## src/rtl/pll_div_pkg.sv

```systemverilog
package pll_div_pkg;
  localparam int unsigned FB_BASE  = 4;
  localparam int unsigned REF_BASE = 2;
  localparam int unsigned N_DIV    = 2;
  localparam int unsigned IDX_REF  = 0;
  localparam int unsigned IDX_FB   = 1;
endpackage

```

## src/rtl/pll_div_cfg.sv

```systemverilog
module pll_div_cfg
  import pll_div_pkg::*;
#(
  parameter int unsigned P_W    = 10,
  parameter int unsigned Q_W    = 7,
  parameter int unsigned MW     = 12,
  parameter int unsigned RST_P  = 0,
  parameter int unsigned RST_Q  = 0,
  parameter bit          RST_PO = 1'b0
) (
  input  logic           clk,
  input  logic           rst_n,
  input  logic           load,
  input  logic [P_W-1:0] p_in,
  input  logic [Q_W-1:0] q_in,
  input  logic           po_in,
  output logic [MW-1:0]  ref_mod,
  output logic [MW-1:0]  fb_mod
);
  logic [P_W-1:0] pend_p;
  logic [Q_W-1:0] pend_q;
  logic           pend_po;

  always_ff @(posedge clk) begin
    if (!rst_n) begin
      pend_p  <= P_W'(RST_P);
      pend_q  <= Q_W'(RST_Q);
      pend_po <= RST_PO;
    end else if (load) begin
      pend_p  <= p_in;
      pend_q  <= q_in;
      pend_po <= po_in;
    end
  end

  // moduli: Q+2 and 2*(P+4)+Po
  always_comb begin
    ref_mod = MW'(pend_q) + MW'(REF_BASE);
    fb_mod  = MW'({pend_p, 1'b0}) + MW'(2 * FB_BASE) + MW'(pend_po);
  end
endmodule

```

## src/rtl/pll_mod_div.sv

```systemverilog
module pll_mod_div #(
  parameter int unsigned W       = 12,
  parameter int unsigned RST_MOD = 2
) (
  input  logic         clk,
  input  logic         rst_n,
  input  logic         tick,
  input  logic [W-1:0] next_mod,
  output logic         pulse
);
  logic [W-1:0] cnt;
  logic         term;

  assign term = tick && (cnt == '0);

  always_ff @(posedge clk) begin
    if (!rst_n) begin
      cnt   <= W'(RST_MOD - 1);
      pulse <= 1'b0;
    end else begin
      pulse <= term;
      if (term)      cnt <= next_mod - W'(1);
      else if (tick) cnt <= cnt - W'(1);
    end
  end
endmodule

```

## src/rtl/pll_fracdiv_top.sv

```systemverilog
module pll_fracdiv_top
  import pll_div_pkg::*;
#(
  parameter int unsigned P_W    = 10,
  parameter int unsigned Q_W    = 7,
  parameter int unsigned RST_P  = 0,
  parameter int unsigned RST_Q  = 0,
  parameter bit          RST_PO = 1'b0
) (
  input  logic           clk,
  input  logic           rst_n,
  input  logic           ref_tick,
  input  logic           fb_tick,
  input  logic           cfg_load,
  input  logic [P_W-1:0] cfg_p,
  input  logic [Q_W-1:0] cfg_q,
  input  logic           cfg_po,
  output logic           ref_pulse,
  output logic           fb_pulse
);
  localparam int unsigned MW      = (P_W + 2 >= Q_W + 1) ? P_W + 2 : Q_W + 1;
  localparam int unsigned REF_RST = RST_Q + REF_BASE;
  localparam int unsigned FB_RST  = 2 * (RST_P + FB_BASE) + RST_PO;

  logic [MW-1:0]    mods [N_DIV];
  logic [N_DIV-1:0] ticks;
  logic [N_DIV-1:0] pulses;

  assign ticks[IDX_REF] = ref_tick;
  assign ticks[IDX_FB]  = fb_tick;

  pll_div_cfg #(
    .P_W(P_W), .Q_W(Q_W), .MW(MW),
    .RST_P(RST_P), .RST_Q(RST_Q), .RST_PO(RST_PO)
  ) u_cfg (
    .clk     (clk),
    .rst_n   (rst_n),
    .load    (cfg_load),
    .p_in    (cfg_p),
    .q_in    (cfg_q),
    .po_in   (cfg_po),
    .ref_mod (mods[IDX_REF]),
    .fb_mod  (mods[IDX_FB])
  );

  for (genvar g = 0; g < N_DIV; g++) begin : g_div
    pll_mod_div #(
      .W       (MW),
      .RST_MOD ((g == IDX_REF) ? REF_RST : FB_RST)
    ) u_div (
      .clk      (clk),
      .rst_n    (rst_n),
      .tick     (ticks[g]),
      .next_mod (mods[g]),
      .pulse    (pulses[g])
    );
  end

  assign ref_pulse = pulses[IDX_REF];
  assign fb_pulse  = pulses[IDX_FB];
endmodule

```

## config.mk

```make
export PLATFORM = sky130hd
export DESIGN_NAME = pll_fracdiv_top
export DESIGN_NICKNAME = d
export VERILOG_FILES = /design/src/rtl/pll_div_pkg.sv /design/src/rtl/pll_div_cfg.sv /design/src/rtl/pll_mod_div.sv /design/src/rtl/pll_fracdiv_top.sv
export SDC_FILE = /design/constraint.sdc
export NUM_CORES = 1
export LEC_CHECK = 0
export ABC_CLOCK_PERIOD_IN_PS = 2400
export BUFFER_PORTS_ARGS = -buffer_cell sky130_fd_sc_hd__buf_2
export CAP_MARGIN = 0
export CORE_AREA = 2 2 67 69
export DETAILED_ROUTE_END_ITERATION = 16
export DIE_AREA = 0 0 69 71
export PLACE_DENSITY = 0.86
export SKIP_CTS_REPAIR_TIMING = 1
export SYNTH_ARGS = -nofsm -noshare
export SYNTH_HDL_FRONTEND = slang
export SYNTH_SLANG_ARGS = --single-unit
export TNS_END_PERCENT = 10
```

## constraint.sdc

```tcl
create_clock -name clk -period 2.4 [get_ports clk]
set_input_delay 0.12 -clock clk [delete_from_list [all_inputs] [get_ports clk]]
set_output_delay 0.12 -clock clk [all_outputs]
set_load 0.1 [all_outputs]
```

# Yosys cells after proc, flatten, opt, wreduce, memory -nomap -nowiden
# Cells that the tools add are included.
# classes
n_reduce_logical,6
mux,4
n_addsub,7
# op_table
operator,n
$mux W12,4
$sub A12 B1 Y12 const B,3
$logic_not A12 Y1,2
$add A11 B4 Y12 const B,1
$add A12 B1 Y12,1
$sub A8 B1 Y9 const B,1
$add A7 B2 Y8 const B,1
$reduce_bool A2 Y1,2
$logic_and A1 B1 Y1,2
# totals
wordCells,24
reg_bits,44
out_inout_bits,2

# Longest topological paths before layout
# Gate-level depths: netlist of run 1.
# logic_depth
ltp_word,4
mapped_depth,8
mapped_depth_nobuf,7

# Modules after synthesis
# From an unflattened synthesis of run 1, not the netlist that was laid out.
# hier_totals
hier_cells,327
area_unflattened_um2,2845.2
# by_module_without_submodules
module,cells_per_inst,area_each_um2,n_inst
pll_mod_div (g_div[1].u_div),114,960.9,1
pll_div_cfg,94,942.2,1
pll_mod_div (g_div[0].u_div),119,942.2,1

# Least setup slack after synthesis of run 1
# Ideal clock, no wire load.
# synth_timing
path_type,register to register
from,register g_div[1].u_div.cnt[0]
to,register g_div[1].u_div.cnt[2]
period_less_slack_ns,2.120
path_buffers,1
arrival_ns,1.998
path_stages_with_launch,9
slack_ns,0.280
required_ns,2.278
cell_sequence,dfxtp_1 -> inv_1 -> ha_1 -> or3b_2 -> or4_4 -> buf_6 -> nand3b_2 -> o21ai_1 -> a221o_1
# synth_between
elab_chain_cells,3
elab_cells_between_ends,6
# synth_rtl
element,line_no,rtl
"start, declared",pll_mod_div.sv:11,logic [W-1:0] cnt;
"start signal, assigned",pll_mod_div.sv:18,cnt <= W'(RST_MOD - 1);
"start signal, assigned",pll_mod_div.sv:22,if (term) cnt <= next_mod - W'(1);
"start signal, assigned",pll_mod_div.sv:23,else if (tick) cnt <= cnt - W'(1);
$sub A12 B1 Y12 / $logic_not A12 Y1 (equally long branches),"pll_mod_div.sv:23, pll_mod_div.sv:14",
$mux W12 / $logic_and A1 B1 Y1 (equally long branches),"pll_mod_div.sv:23, pll_mod_div.sv:14",
$mux W12 / $reduce_bool A2 Y1 (equally long branches),n/a,
# Several ways; a longest one is shown, not always the timed one. The select of a mux whose other input is x is not followed.
# A chain may end at the register's enable or synchronous reset.

# Worst setup path in the final report of run 1
# layout_timing
from,register g_div[1].u_div.cnt[0]
to,register g_div[1].u_div.cnt[10]
# The elaborated chain is that of the path after synthesis.

==> metrics.log, run 1 <==
INFO  metric run_status = complete, no violations
INFO  metric worst-endpoint-arrival = 2.43 ns
INFO  metric timing.setup.tns = 0 ns
INFO  metric syn2layout_area_growth = 10.9%
INFO  metric design.portCount = 25
INFO  metric die_width = 69 um
INFO  metric max_slew_margin = 0.374
INFO  metric clkLatencyLatePin = 0.30 ns
INFO  metric worst-slew-pin-transition = around 0.94 ns
INFO  metric synth_seq_cells = 44
INFO  metric detail_route.drc_violations = 0
INFO  metric synth-warning-count = 0
INFO  metric synth.yosys.seq_area_share = 0.376
INFO  metric synth_cell_types = between 40 and 50
INFO  metric fmax = 452 MHz
INFO  metric drive_gt1_frac = 0.163
INFO  metric fin_nets = 330
INFO  metric syn-num-nets = a little over 300
INFO  metric critPathLaunchType = flop
INFO  metric placed_cells_incl_taps = between 300 and 400
INFO  metric dr_total_vias = 2089
INFO  metric detail_route.vias_per_cell = 5.92
INFO  metric cts_root_cell = clkbuf_8
INFO  metric kind_of_end_point_of_the_critical_path = flop
INFO  metric grt.total_usage = 0.207
INFO  metric io_buffer_count = 24
INFO  metric setup.worst_path.start = g_div[1].u_div.cnt[0]
INFO  metric detail_route.wirelength = ~5.0 mm
INFO  metric critPathMaxFanout = 6
INFO  metric hp_class = in -> reg
INFO  metric cp_data_required_time = 2.62 ns
INFO  metric vdd_ir_drop_max = 491 uV
INFO  metric synthCells = 278
INFO  metric fin_cells = roughly 350
INFO  metric cts_tree = yes
INFO  metric cts-buffers-inserted = 5
INFO  metric antenna_left = 0
INFO  metric drtIter0Drc = roughly 110
INFO  metric std_cell_rows = 24
INFO  metric final_area = approximately 2600 sq um
INFO  metric r2r_setup_slack = about 0.19 ns
INFO  metric hold_slack = 0.0523 ns
INFO  metric finalSetupViolCount = 0
INFO  metric criticalPathCategory = reg -> reg
INFO  metric finalCriticalPeriod = 2.21 ns
INFO  metric clock_tree.htree_level_count = 2
INFO  metric post-dp-hpwl = about 3.4 mm
INFO  metric clkSinkCount = 44
INFO  metric grt_pass1_wl = 8.40 mm
INFO  metric leakagePower = ~1.1 nW
INFO  metric clock_skew = 0.00410 ns
INFO  metric critical_path.reg2reg.startpoint = g_div[1].u_div.cnt[0]
INFO  metric drt-wirelength-per-cell = 14.1 um
INFO  metric core_region_area = 4200 sq um
INFO  metric netlist_area = 2340 sq um
INFO  metric clk_transition_reported_paths = 0.08 ns
INFO  metric cap_violations = 0
INFO  metric floorplan_die_area = 4900 sq um
INFO  metric area_post_placement = around 2500 sq um
INFO  metric clock_tree.buffer_depth = 2
INFO  metric fp.dieH = 71 um
INFO  metric grt_pass1_vias = 1913
INFO  metric r2r-end = g_div[1].u_div.cnt[10]
INFO  metric period_share = 0.921
INFO  metric antennaDiodeCount = 0
INFO  metric grt-ovfl-total = 0
INFO  metric powerDensity = 570 nW/um^2
INFO  metric grt_max_degree = 31
INFO  metric final-hold-violation-count = 0
INFO  metric gp_congestion = 0.828
INFO  metric rr_worst_depth = 7
INFO  metric finalMaxSlewViolations = 0
INFO  metric starting_density = 0.557
INFO  metric dr.pass1.iters = 4
INFO  metric number_of_antenna_violations_at_the_first_check_in_global_routing = 0
INFO  metric timing.critical_path.to = g_div[1].u_div.cnt[10]
INFO  metric syn_avg_cell_area = 8.43 sq um
INFO  metric detailedPlace.worstSlack = 0.153 ns
INFO  metric finalWorstSetupSlack = 0.188 ns
## synth_stat cells (all sizes together)
| master | count | area, sq um |
|---|---|---|
| a31oi | 1 | 6.26 |
| o31ai | 1 | 7.51 |
| a21oi | 17 | 85.1 |
| and3 | 3 | 18.8 |
| o21ai | 14 | 70.1 |
| o211ai | 2 | 15.0 |
| nand3 | 14 | 70.1 |
| and4 | 1 | 8.76 |
| a22oi | 1 | 7.51 |
| inv | 9 | 33.8 |
| o22ai | 2 | 12.5 |
| nand2b | 3 | 18.8 |
| o41ai | 1 | 8.76 |
| mux2i | 20 | 200 |
| a221oi | 2 | 17.5 |
| o21a | 1 | 7.51 |
| xor2 | 6 | 52.6 |
| ha | 6 | 75.1 |
| or3b | 2 | 17.5 |
| a211oi | 1 | 7.51 |
| nor3 | 11 | 65.1 |
| a31o | 1 | 8.76 |
| or3 | 4 | 25.0 |
| o311ai | 2 | 17.5 |
| nand2 | 17 | 63.8 |
| dfxtp | 44 | 881 |
| a2111oi | 1 | 10.0 |
| nand4 | 6 | 37.5 |
| a221o | 1 | 10.0 |
| nor2 | 37 | 139 |
| nor4 | 8 | 62.6 |
| clkbuf | 12 | 45.0 |
| or4 | 6 | 52.6 |
| o221a | 1 | 11.3 |
| buf | 2 | 16.3 |
| or4b | 2 | 20.0 |
| xnor2 | 9 | 78.8 |
| nand3b | 1 | 11.3 |
| a311o | 1 | 10.0 |
| nor3b | 5 | 37.5 |
## critical path, stage by stage (launching register included)
cell and delay [ns]:
dfxtp_1 0.35, inv_1 0.09, ha_1 0.20, or3b_1 0.45
or4_1 0.55, nor4_1 0.27, a21oi_1 0.06, o21ai_0 0.16
## kinds of logic (layout without fill, tap and decap cells)
group / after synthesis / in the layout / synth area share
mux: 20 / 20 / 0.0854
buf+inv: 23 / 46 / 0.0406
simple gates: 120 / 120 / 0.277
fa+ha+maj: 6 / 6 / 0.0320
flops: 44 / 44 / 0.376
xor+xnor: 15 / 15 / 0.0561
compound gates: 50 / 50 / 0.133
## cell usage in the layout (no fill, tap or decap), drive strengths merged, types with 2 or more instances in the layout
| cell | netlist | final |
|---|---|---|
| dfxtp | 44 | 44 |
| nor2 | 37 | 37 |
| buf | 2 | 29 |
| mux2i | 20 | 20 |
| a21oi | 17 | 17 |
| nand2 | 17 | 17 |
| nand3 | 14 | 14 |
| o21ai | 14 | 14 |
| nor3 | 11 | 11 |
| inv | 9 | 9 |
| xnor2 | 9 | 9 |
| nor4 | 8 | 8 |
| nand4 | 6 | 6 |
| xor2 | 6 | 6 |
| ha | 6 | 6 |
| clkbuf | 12 | 6 |
| or4 | 6 | 6 |
| nor3b | 5 | 5 |
| or3 | 4 | 4 |
| and3 | 3 | 3 |
| nand2b | 3 | 3 |
| or4b | 2 | 2 |
| a221oi | 2 | 2 |
| o22ai | 2 | 2 |
| o211ai | 2 | 2 |
| o311ai | 2 | 2 |
| or3b | 2 | 2 |
## registers in the layout (all words and copies together), names as in the netlist
register	cells
g_div.u_div.cnt	24
g_div.u_div.pulse	2
u_cfg.pend_p	10
u_cfg.pend_po	1
u_cfg.pend_q	7
## worst min path at each step
stage	start	to	slack, ns	cells past startpoint
3_3_place_gp	cfg_p[0]	u_cfg.pend_p[0]	0.35	3
5_1_grt	cfg_p[7]	u_cfg.pend_p[7]	0.06	3
2_1_floorplan	rst_n	g_div[1].u_div.cnt[11]	0.26	2
4_1_cts	cfg_p[4]	u_cfg.pend_p[4]	0.05	3
3_5_place_dp	cfg_q[3]	u_cfg.pend_q[3]	0.36	3
6_report	cfg_p[4]	u_cfg.pend_p[4]	0.05	3
## layer usage
layer / routed length, um / GRT usage / vias to the layer above
met2: 2310 / 0.344 / 76
li1: - / - / 1053
met3: 317 / 0.0385 / 8
met1: 2250 / 0.270 / 952
met4: 92 / 0.0741 / 0
met5: 0 / 0 / -
## area by class of cell
cell class	count	area [sq um]
Sequential cell	44	881
Tap cell	52	65.1
Multi-Input combinational cell	211	1380
Fill cell	354	1600
Inverter	9	33.8
Timing Repair Buffer	30	163
Clock inverter	2	12.5
Clock buffer	5	68.8
## power by group
part / internal (W) / total, W / switching, W
logic: 0.0000977 / 0.000225 / 0.000127
registers: 0.000767 / 0.000808 / 0.0000409
clock network: 0.000197 / 0.000448 / 0.000251
## per-stage QoR
stage	power, W	util
2_1_floorplan	0.000988	-
3_3_place_gp	0.00104	0.594
3_5_place_dp	0.00105	0.594
4_1_cts	0.00149	0.613
5_1_grt	0.00155	0.618
6_report	0.00148	0.618
Note: power is estimated with default switching activity, not from simulation.
==> inputs of run 2 (changes only) <==
--- a/config.mk
+++ b/config.mk
@@ -8,10 +8,12 @@
 export ABC_CLOCK_PERIOD_IN_PS = 2400
 export BUFFER_PORTS_ARGS = -buffer_cell sky130_fd_sc_hd__buf_2
 export CAP_MARGIN = 0
-export CORE_AREA = 2 2 67 69
+export CELL_PAD_IN_SITES_DETAIL_PLACEMENT = 0
+export CELL_PAD_IN_SITES_GLOBAL_PLACEMENT = 1
+export CORE_AREA = 2 2 76 78
 export DETAILED_ROUTE_END_ITERATION = 16
-export DIE_AREA = 0 0 69 71
-export PLACE_DENSITY = 0.86
+export DIE_AREA = 0 0 78 80
+export PLACE_DENSITY = 0.83
 export SKIP_CTS_REPAIR_TIMING = 1
 export SYNTH_ARGS = -nofsm -noshare
 export SYNTH_HDL_FRONTEND = slang
==> run 2 against run 1 <==
Maximum frequency shrank 1.6%. Clock power shrank 2%. Critical path depth is the same. Power shrank 0.57%. Register-to-register slack lost 0.04 ns. First-iteration DRC count grew 12%. Combinational power is essentially flat. Count of clock-buffer cells in the layout grew 1. Flip-flop and latch count is the same. Setup slack lost 0.037 ns. Routed wire length is essentially flat. Design area is the same.
==> metrics.log, run 2 (synthesis gave the netlist of run 1 again) <==
INFO  metric finalSetupViolCount = 0 (unchanged)
INFO  metric biggestRegsByFlops = g_div.u_div.cnt (24), u_cfg.pend_p (10), u_cfg.pend_q (7)
INFO  metric leakagePower = 1.05 nW (-2.1%)
INFO  metric worst-endpoint-arrival = 2.47 ns (+0.04 ns)
INFO  metric fin_nets = 328 (-0.61%)
INFO  metric clock_skew = 0.00236 ns (-0.00174 ns)
INFO  metric floorplan_die_area = 6240 sq um (+27%)
INFO  metric clk_transition_reported_paths = 0.08 ns (about the same)
INFO  metric timing.setup.tns = 0 ns (unchanged)
INFO  metric run_status = complete, no violations
INFO  metric clkSinkCount = 44 (unchanged)
INFO  metric grt-ovfl-total = 0 (unchanged)
INFO  metric final-hold-violation-count = 0 (unchanged)
INFO  metric grt.total_usage = 0.174 (-0.0327)
INFO  metric worst-slew-pin-transition = 0.999 ns (+0.0617 ns)
INFO  metric critPathMaxFanout = 12 (+6)
INFO  metric hold_slack = 0.0567 ns (+0.00444 ns)
INFO  metric cts-buffers-inserted = 5 (unchanged)
INFO  metric drt-wirelength-per-cell = 13.4 um (-4.8%)
INFO  metric post-dp-hpwl = 3.49 mm (+1.7%)
INFO  metric drive_gt1_frac = 0.154 (-0.00894)
INFO  metric max_slew_margin = 0.333 (-0.0412)
INFO  metric p_clk_frac = 0.299 (-0.004)
INFO  metric drtIter0Drc = 128 (+12%)
INFO  metric detail_route.vias_per_cell = 5.51 (-6.8%)
INFO  metric criticalPathCategory = reg -> reg
INFO  metric seq_power_share = 0.549 (+0.004)
INFO  metric grt_max_degree = 31 (unchanged)
INFO  metric kind_of_end_point_of_the_critical_path = flop
INFO  metric finalCriticalPeriod = 2.25 ns (+0.0365 ns)
INFO  metric dr_total_vias = 2046 (-2.1%)
INFO  metric detail_route.wirelength = 4.97 mm (about the same)
INFO  metric gp_congestion = 0.819 (-1.1%)
INFO  metric largest_register_ffs = 24 (unchanged)
INFO  metric cap_violations = 0 (unchanged)
INFO  metric unrepaired_setup_endpoints_after_global_routing = false
INFO  metric filler_cell_count = 549 (+55%)
INFO  metric clock_tree.htree_level_count = 2 (unchanged)
INFO  metric die_width = 78 um (+13%)
INFO  metric final_cell_mix = dfxtp_1, nor2_1, buf_2
INFO  metric clkLatencyLatePin = 0.29 ns (about the same)
INFO  metric hp_class = in -> reg
INFO  metric design.portCount = 25 (unchanged)
INFO  metric fp.dieH = 80 um (+13%)
INFO  metric critPathLaunchType = flop
INFO  metric starting_density = 0.434 (-0.124)
INFO  metric switching_share = 0.278 (-0.00500)
INFO  metric period_share = 0.937 (+0.0152)
INFO  metric std_cell_rows = 27 (+13%)
INFO  metric powerDensity = 566 nW/um^2 (-0.57%)
INFO  metric number_of_antenna_violations_at_the_first_check_in_global_routing = 0 (unchanged)
INFO  metric combinationalPowerShare = 0.152 (about the same)
INFO  metric post-layout-total-power = 0.00147 W (-0.57%)
INFO  metric netSwitchingPower = 0.000409 W (-2.3%)
INFO  metric finalMaxSlewViolations = 0 (unchanged)
INFO  metric antennaDiodeCount = 0 (unchanged)
INFO  metric most_frequent_standard_cell_in_the_layout_excluding_fill_and_tap_cells = dfxtp_1
INFO  metric dr.pass1.iters = 4 (unchanged)
INFO  metric critical_path.max_stage_delay = 0.53 ns (-0.02 ns)
INFO  metric cts_root_cell = clkbuf_8
INFO  metric vdd_ir_drop_max = 333 uV (-32%)
INFO  metric cell_internal_pwr = 0.00106 W (+0.12%)
INFO  metric syn2layout_area_growth = 10.9% (unchanged)
INFO  metric clock_tree.buffer_depth = 2 (unchanged)
INFO  metric cp_data_required_time = 2.62 ns (about the same)
INFO  metric cts_tree = yes
INFO  metric detail_route.drc_violations = 0 (unchanged)
INFO  metric io_buffer_count = 24 (unchanged)
INFO  metric fmax = 445 MHz (-1.6%)
INFO  metric core_region_area = 5410 sq um (+29%)
INFO  metric antenna_left = 0 (unchanged)
INFO  metric largest_register = g_div.u_div.cnt
INFO  metric postLayoutCoreUtil = 0.481 (-0.137)
INFO  metric grt_pass1_wl = 8.62 mm (+2.5%)
INFO  metric grt_pass1_vias = 1829 (-4.4%)
INFO  metric cp_slowest_cell = or4_4
INFO  metric cells_along_the_critical_path = inv_1 > ha_1 > or3b_2 > or4_4 > nor4_2 > a211oi_1 > nor3_1
run 2: cell count changes in the layout (fill, tap and decap cells not counted), sizes merged:
cell,change
buf,-1
clkinvlp,-1
run 2: power by group through the flow:
stage	registers [W]	logic [W]	clock network (W)
after floorplan	0.000818	0.000170	0
after global placement	0.000824	0.000221	0
after global routing	0.000816	0.000253	0.000483
after detailed placement	0.000825	0.000223	0
after CTS	0.000808	0.000224	0.000456
final	0.000809	0.000224	0.000440
run 2: path summary, 6_finish.rpt:
check | cells past startpoint | to | slack, ns | start
max reg2reg | 7 | g_div[1].u_div.cnt[11] | 0.15 | g_div[1].u_div.cnt[0]
min reg2reg | 2 | g_div[0].u_div.cnt[7] | 0.48 | g_div[0].u_div.cnt[7]
max | 7 | g_div[1].u_div.cnt[11] | 0.15 | g_div[1].u_div.cnt[0]
min | 3 | u_cfg.pend_q[4] | 0.06 | cfg_q[4]
run 2: worst max-delay path, delay by kind of cell, from the launching register on:
kind	cells	cell delay (ns)
buffers and inverters	1	0.08
adder cells (fa/ha/maj)	1	0.13
AND/OR/NAND/NOR	4	1.53
flip-flops	1	0.34
AO/OA/AOI/OAI	1	0.09
run 2: cell type report:
class	instances	area [sq um]	area share
Sequential cell	44	881	0.339
Timing Repair Buffer	28	150	0.0577
Inverter	9	33.8	0.0130
Clock buffer	6	72.6	0.0279
Multi-Input combinational cell	211	1370	0.526
Tap cell	72	90.1	0.0346
Clock inverter	1	5.00	0.00192
run 2: layer usage:
metal	vias to the layer above	share of wire	wire (um)	GRT usage
met5	-	0	0	0
met4	0	0.013	66	0.0579
met3	5	0.049	245	0.0339
met2	53	0.42	2070	0.254
met1	940	0.52	2580	0.256
li1	1048	-	-	-
run 2: through the flow:
step	std cells	cell area (sq um)	setup slack (ns)
floorplan	278	2340	0.280
global placement	364	2520	0.235
detailed placement	364	2520	0.149
CTS	371	2600	0.136
global route	371	2600	0.00483
finish	371	2600	0.152
==> inputs of run 3 (changes only) <==
--- a/config.mk
+++ b/config.mk
@@ -14,6 +14,7 @@
 export DETAILED_ROUTE_END_ITERATION = 16
 export DIE_AREA = 0 0 78 80
 export PLACE_DENSITY = 0.83
+export RECOVER_POWER = 50
 export SKIP_CTS_REPAIR_TIMING = 1
 export SYNTH_ARGS = -nofsm -noshare
 export SYNTH_HDL_FRONTEND = slang
==> run 3 against run 2 <==
Die area unchanged. Via count decreased by 0.39%. Flip-flop and latch count unchanged. Power about the same. Final cell count unchanged. Worst hold slack about the same. Routed wire length increased by 0.22%. Global-route usage unchanged. Setup slack got worse by 0.00057 ns. Core utilization decreased by 0.070 points. Clock power about the same. Sequential share of layout area about the same. Largest power group unchanged.
==> metrics.log, run 3 (synthesis gave the netlist of run 1 again) <==
INFO  metric finalSetupViolCount = 0 (unchanged)
INFO  metric critPathLaunchType = flop
INFO  metric worst-slew-pin-transition = 1.17 ns (+0.167 ns)
INFO  metric hp_class = in -> reg
INFO  metric powerDensity = 567 nW/um^2 (+0.15%)
INFO  metric drt-wirelength-per-cell = 13.4 um (+0.22%)
INFO  metric leakagePower = 1.04 nW (-1.1%)
INFO  metric fmax = 445 MHz (about the same)
INFO  metric final-hold-violation-count = 0 (unchanged)
INFO  metric clkLatencyLatePin = 0.29 ns (about the same)
INFO  metric cp_slowest_cell = or4_4
INFO  metric worst-endpoint-arrival = 2.47 ns (about the same)
INFO  metric dr.pass1.iters = 4 (unchanged)
INFO  metric kind_of_end_point_of_the_critical_path = flop
INFO  metric fin_cells = 371 (unchanged)
INFO  metric detail_route.vias_per_cell = 5.49 (-0.39%)
INFO  metric cts_tree = yes
INFO  metric cts-buffers-inserted = 5 (unchanged)
INFO  metric setup.worst_path.start = g_div[1].u_div.cnt[0]
INFO  metric drive_gt1_frac = 0.144 (-0.0100)
INFO  metric grt_max_degree = 31 (unchanged)
INFO  metric clkSinkCount = 44 (unchanged)
INFO  metric unrepaired_setup_endpoints_after_global_routing = false
INFO  metric core_region_area = 5410 sq um (unchanged)
INFO  metric finalCriticalPeriod = 2.25 ns (+0.000572 ns)
INFO  metric filler_cell_count = 552 (+0.55%)
INFO  metric starting_density = 0.434 (unchanged)
INFO  metric post-dp-hpwl = 3.49 mm (unchanged)
INFO  metric floorplan_die_area = 6240 sq um (unchanged)
INFO  metric dr_total_vias = 2038 (-0.39%)
INFO  metric area_post_placement = 2520 sq um (unchanged)
INFO  metric finalMaxSlewViolations = 0 (unchanged)
INFO  metric placed_cells_incl_taps = 364 (unchanged)
INFO  metric final_cell_mix = dfxtp_1, nor2_1, buf_2
INFO  metric detail_route.drc_violations = 0 (unchanged)
INFO  metric drtIter0Drc = 135 (+5.5%)
INFO  metric cells_along_the_critical_path = inv_1 > ha_1 > or3b_2 > or4_4 > nor4_2 > a211oi_1 > nor3_1
INFO  metric clock_skew = 0.00274 ns (+0.000377 ns)
INFO  metric gp_congestion = 0.819 (unchanged)
INFO  metric grt_pass1_vias = 1829 (unchanged)
INFO  metric number_of_antenna_violations_at_the_first_check_in_global_routing = 0 (unchanged)
INFO  metric largest_register = g_div.u_div.cnt
INFO  metric clock_tree.htree_level_count = 2 (unchanged)
INFO  metric max_slew_margin = 0.226 (-0.107)
INFO  metric post-layout-total-power = 0.00147 W (about the same)
INFO  metric period_share = 0.937 (about the same)
INFO  metric biggestRegsByFlops = g_div.u_div.cnt (24), u_cfg.pend_p (10), u_cfg.pend_q (7)
INFO  metric cts_root_cell = clkbuf_8
INFO  metric clock_tree.buffer_depth = 2 (unchanged)
INFO  metric largest_register_ffs = 24 (unchanged)
INFO  metric grt-ovfl-total = 0 (unchanged)
INFO  metric final_area = 2600 sq um (-0.14%)
INFO  metric critPathMaxFanout = 12 (unchanged)
INFO  metric run_status = complete, no violations
INFO  metric fin_nets = 328 (unchanged)
INFO  metric clk_transition_reported_paths = 0.08 ns (about the same)
INFO  metric cap_violations = 0 (unchanged)
INFO  metric vdd_ir_drop_max = 333 uV (about the same)
INFO  metric grt.total_usage = 0.174 (unchanged)
INFO  metric critical_path.max_stage_delay = 0.53 ns (about the same)
INFO  metric detail_route.wirelength = 4.98 mm (+0.22%)
INFO  metric start_point_of_the_worst_hold_path = cfg_q[4]
INFO  metric antennaDiodeCount = 0 (unchanged)
INFO  metric postLayoutCoreUtil = 0.480 (-0.000695)
INFO  metric critical_path.reg2reg.startpoint = g_div[1].u_div.cnt[0]
INFO  metric fp.dieH = 80 um (unchanged)
INFO  metric antenna_left = 0 (unchanged)
INFO  metric most_frequent_standard_cell_in_the_layout_excluding_fill_and_tap_cells = dfxtp_1
INFO  metric timing.critical_path.max_delay_family = simple AND/OR/NAND/NOR gates
INFO  metric design.portCount = 25 (unchanged)
INFO  metric timing.critical_path.buf_inv = 1 (unchanged)
INFO  metric criticalPathCategory = reg -> reg
INFO  metric timing.setup.tns = 0 ns (unchanged)
INFO  metric std_cell_rows = 27 (unchanged)
INFO  metric io_buffer_count = 24 (unchanged)
INFO  metric grt_pass1_wl = 8.62 mm (unchanged)
INFO  metric syn2layout_area_growth = 10.8%
INFO  metric cp_data_required_time = 2.62 ns (about the same)
INFO  metric die_width = 78 um (unchanged)
[run 3: path summary, 6_finish.rpt]
path	depth (start not counted)	end	slack (ns)
worst max-delay path	7	g_div[1].u_div.cnt[11]	0.15
worst min-delay path	3	u_cfg.pend_q[4]	0.06
worst max register to register	7	g_div[1].u_div.cnt[11]	0.15
worst min register to register	2	g_div[0].u_div.cnt[7]	0.48
[run 3: area by class of cell]
| class | instances | area, sq um | area share |
|---|---|---|---|
| Tap cell | 72 | 90.1 | 0.0347 |
| Sequential cell | 44 | 881 | 0.339 |
| Multi-Input combinational cell | 211 | 1370 | 0.527 |
| Clock buffer | 6 | 72.6 | 0.0280 |
| Clock inverter | 1 | 5.00 | 0.00193 |
| Inverter | 9 | 33.8 | 0.0130 |
| Timing Repair Buffer | 28 | 146 | 0.0564 |
[run 3: layer usage]
| metal | track usage | wire length, um |
|---|---|---|
| met1 | 0.256 | 2600 |
| met2 | 0.254 | 2070 |
| met3 | 0.0339 | 238 |
| met4 | 0.0579 | 66 |
| met5 | 0 | 0 |
[run 3: through the flow]
step           setup slack, ns  hold WS, ns
2_1_floorplan            0.280        0.261
3_3_place_gp             0.235        0.353
3_5_place_dp             0.149        0.361
4_1_cts                  0.136       0.0494
5_1_grt                0.00417       0.0657
6_report                 0.151       0.0566
[run 3: report_power, final]
part	total, W	internal, W	switching, W
sequential	0.000809	0.000767	0.0000419
clock	0.000441	0.000198	0.000242
combinational	0.000223	0.0000975	0.000126
total	0.00147	0.00106	0.000410
[run 3: worst register-to-register path, delay by kind of cell (launching register included)]
family | cells | cell delay [ns]
AOI/OAI and AO/OA | 1 | 0.09
buffers and inverters | 1 | 0.08
and+or+nand+nor | 4 | 1.53
adders and majority gates | 1 | 0.13
DFF | 1 | 0.34
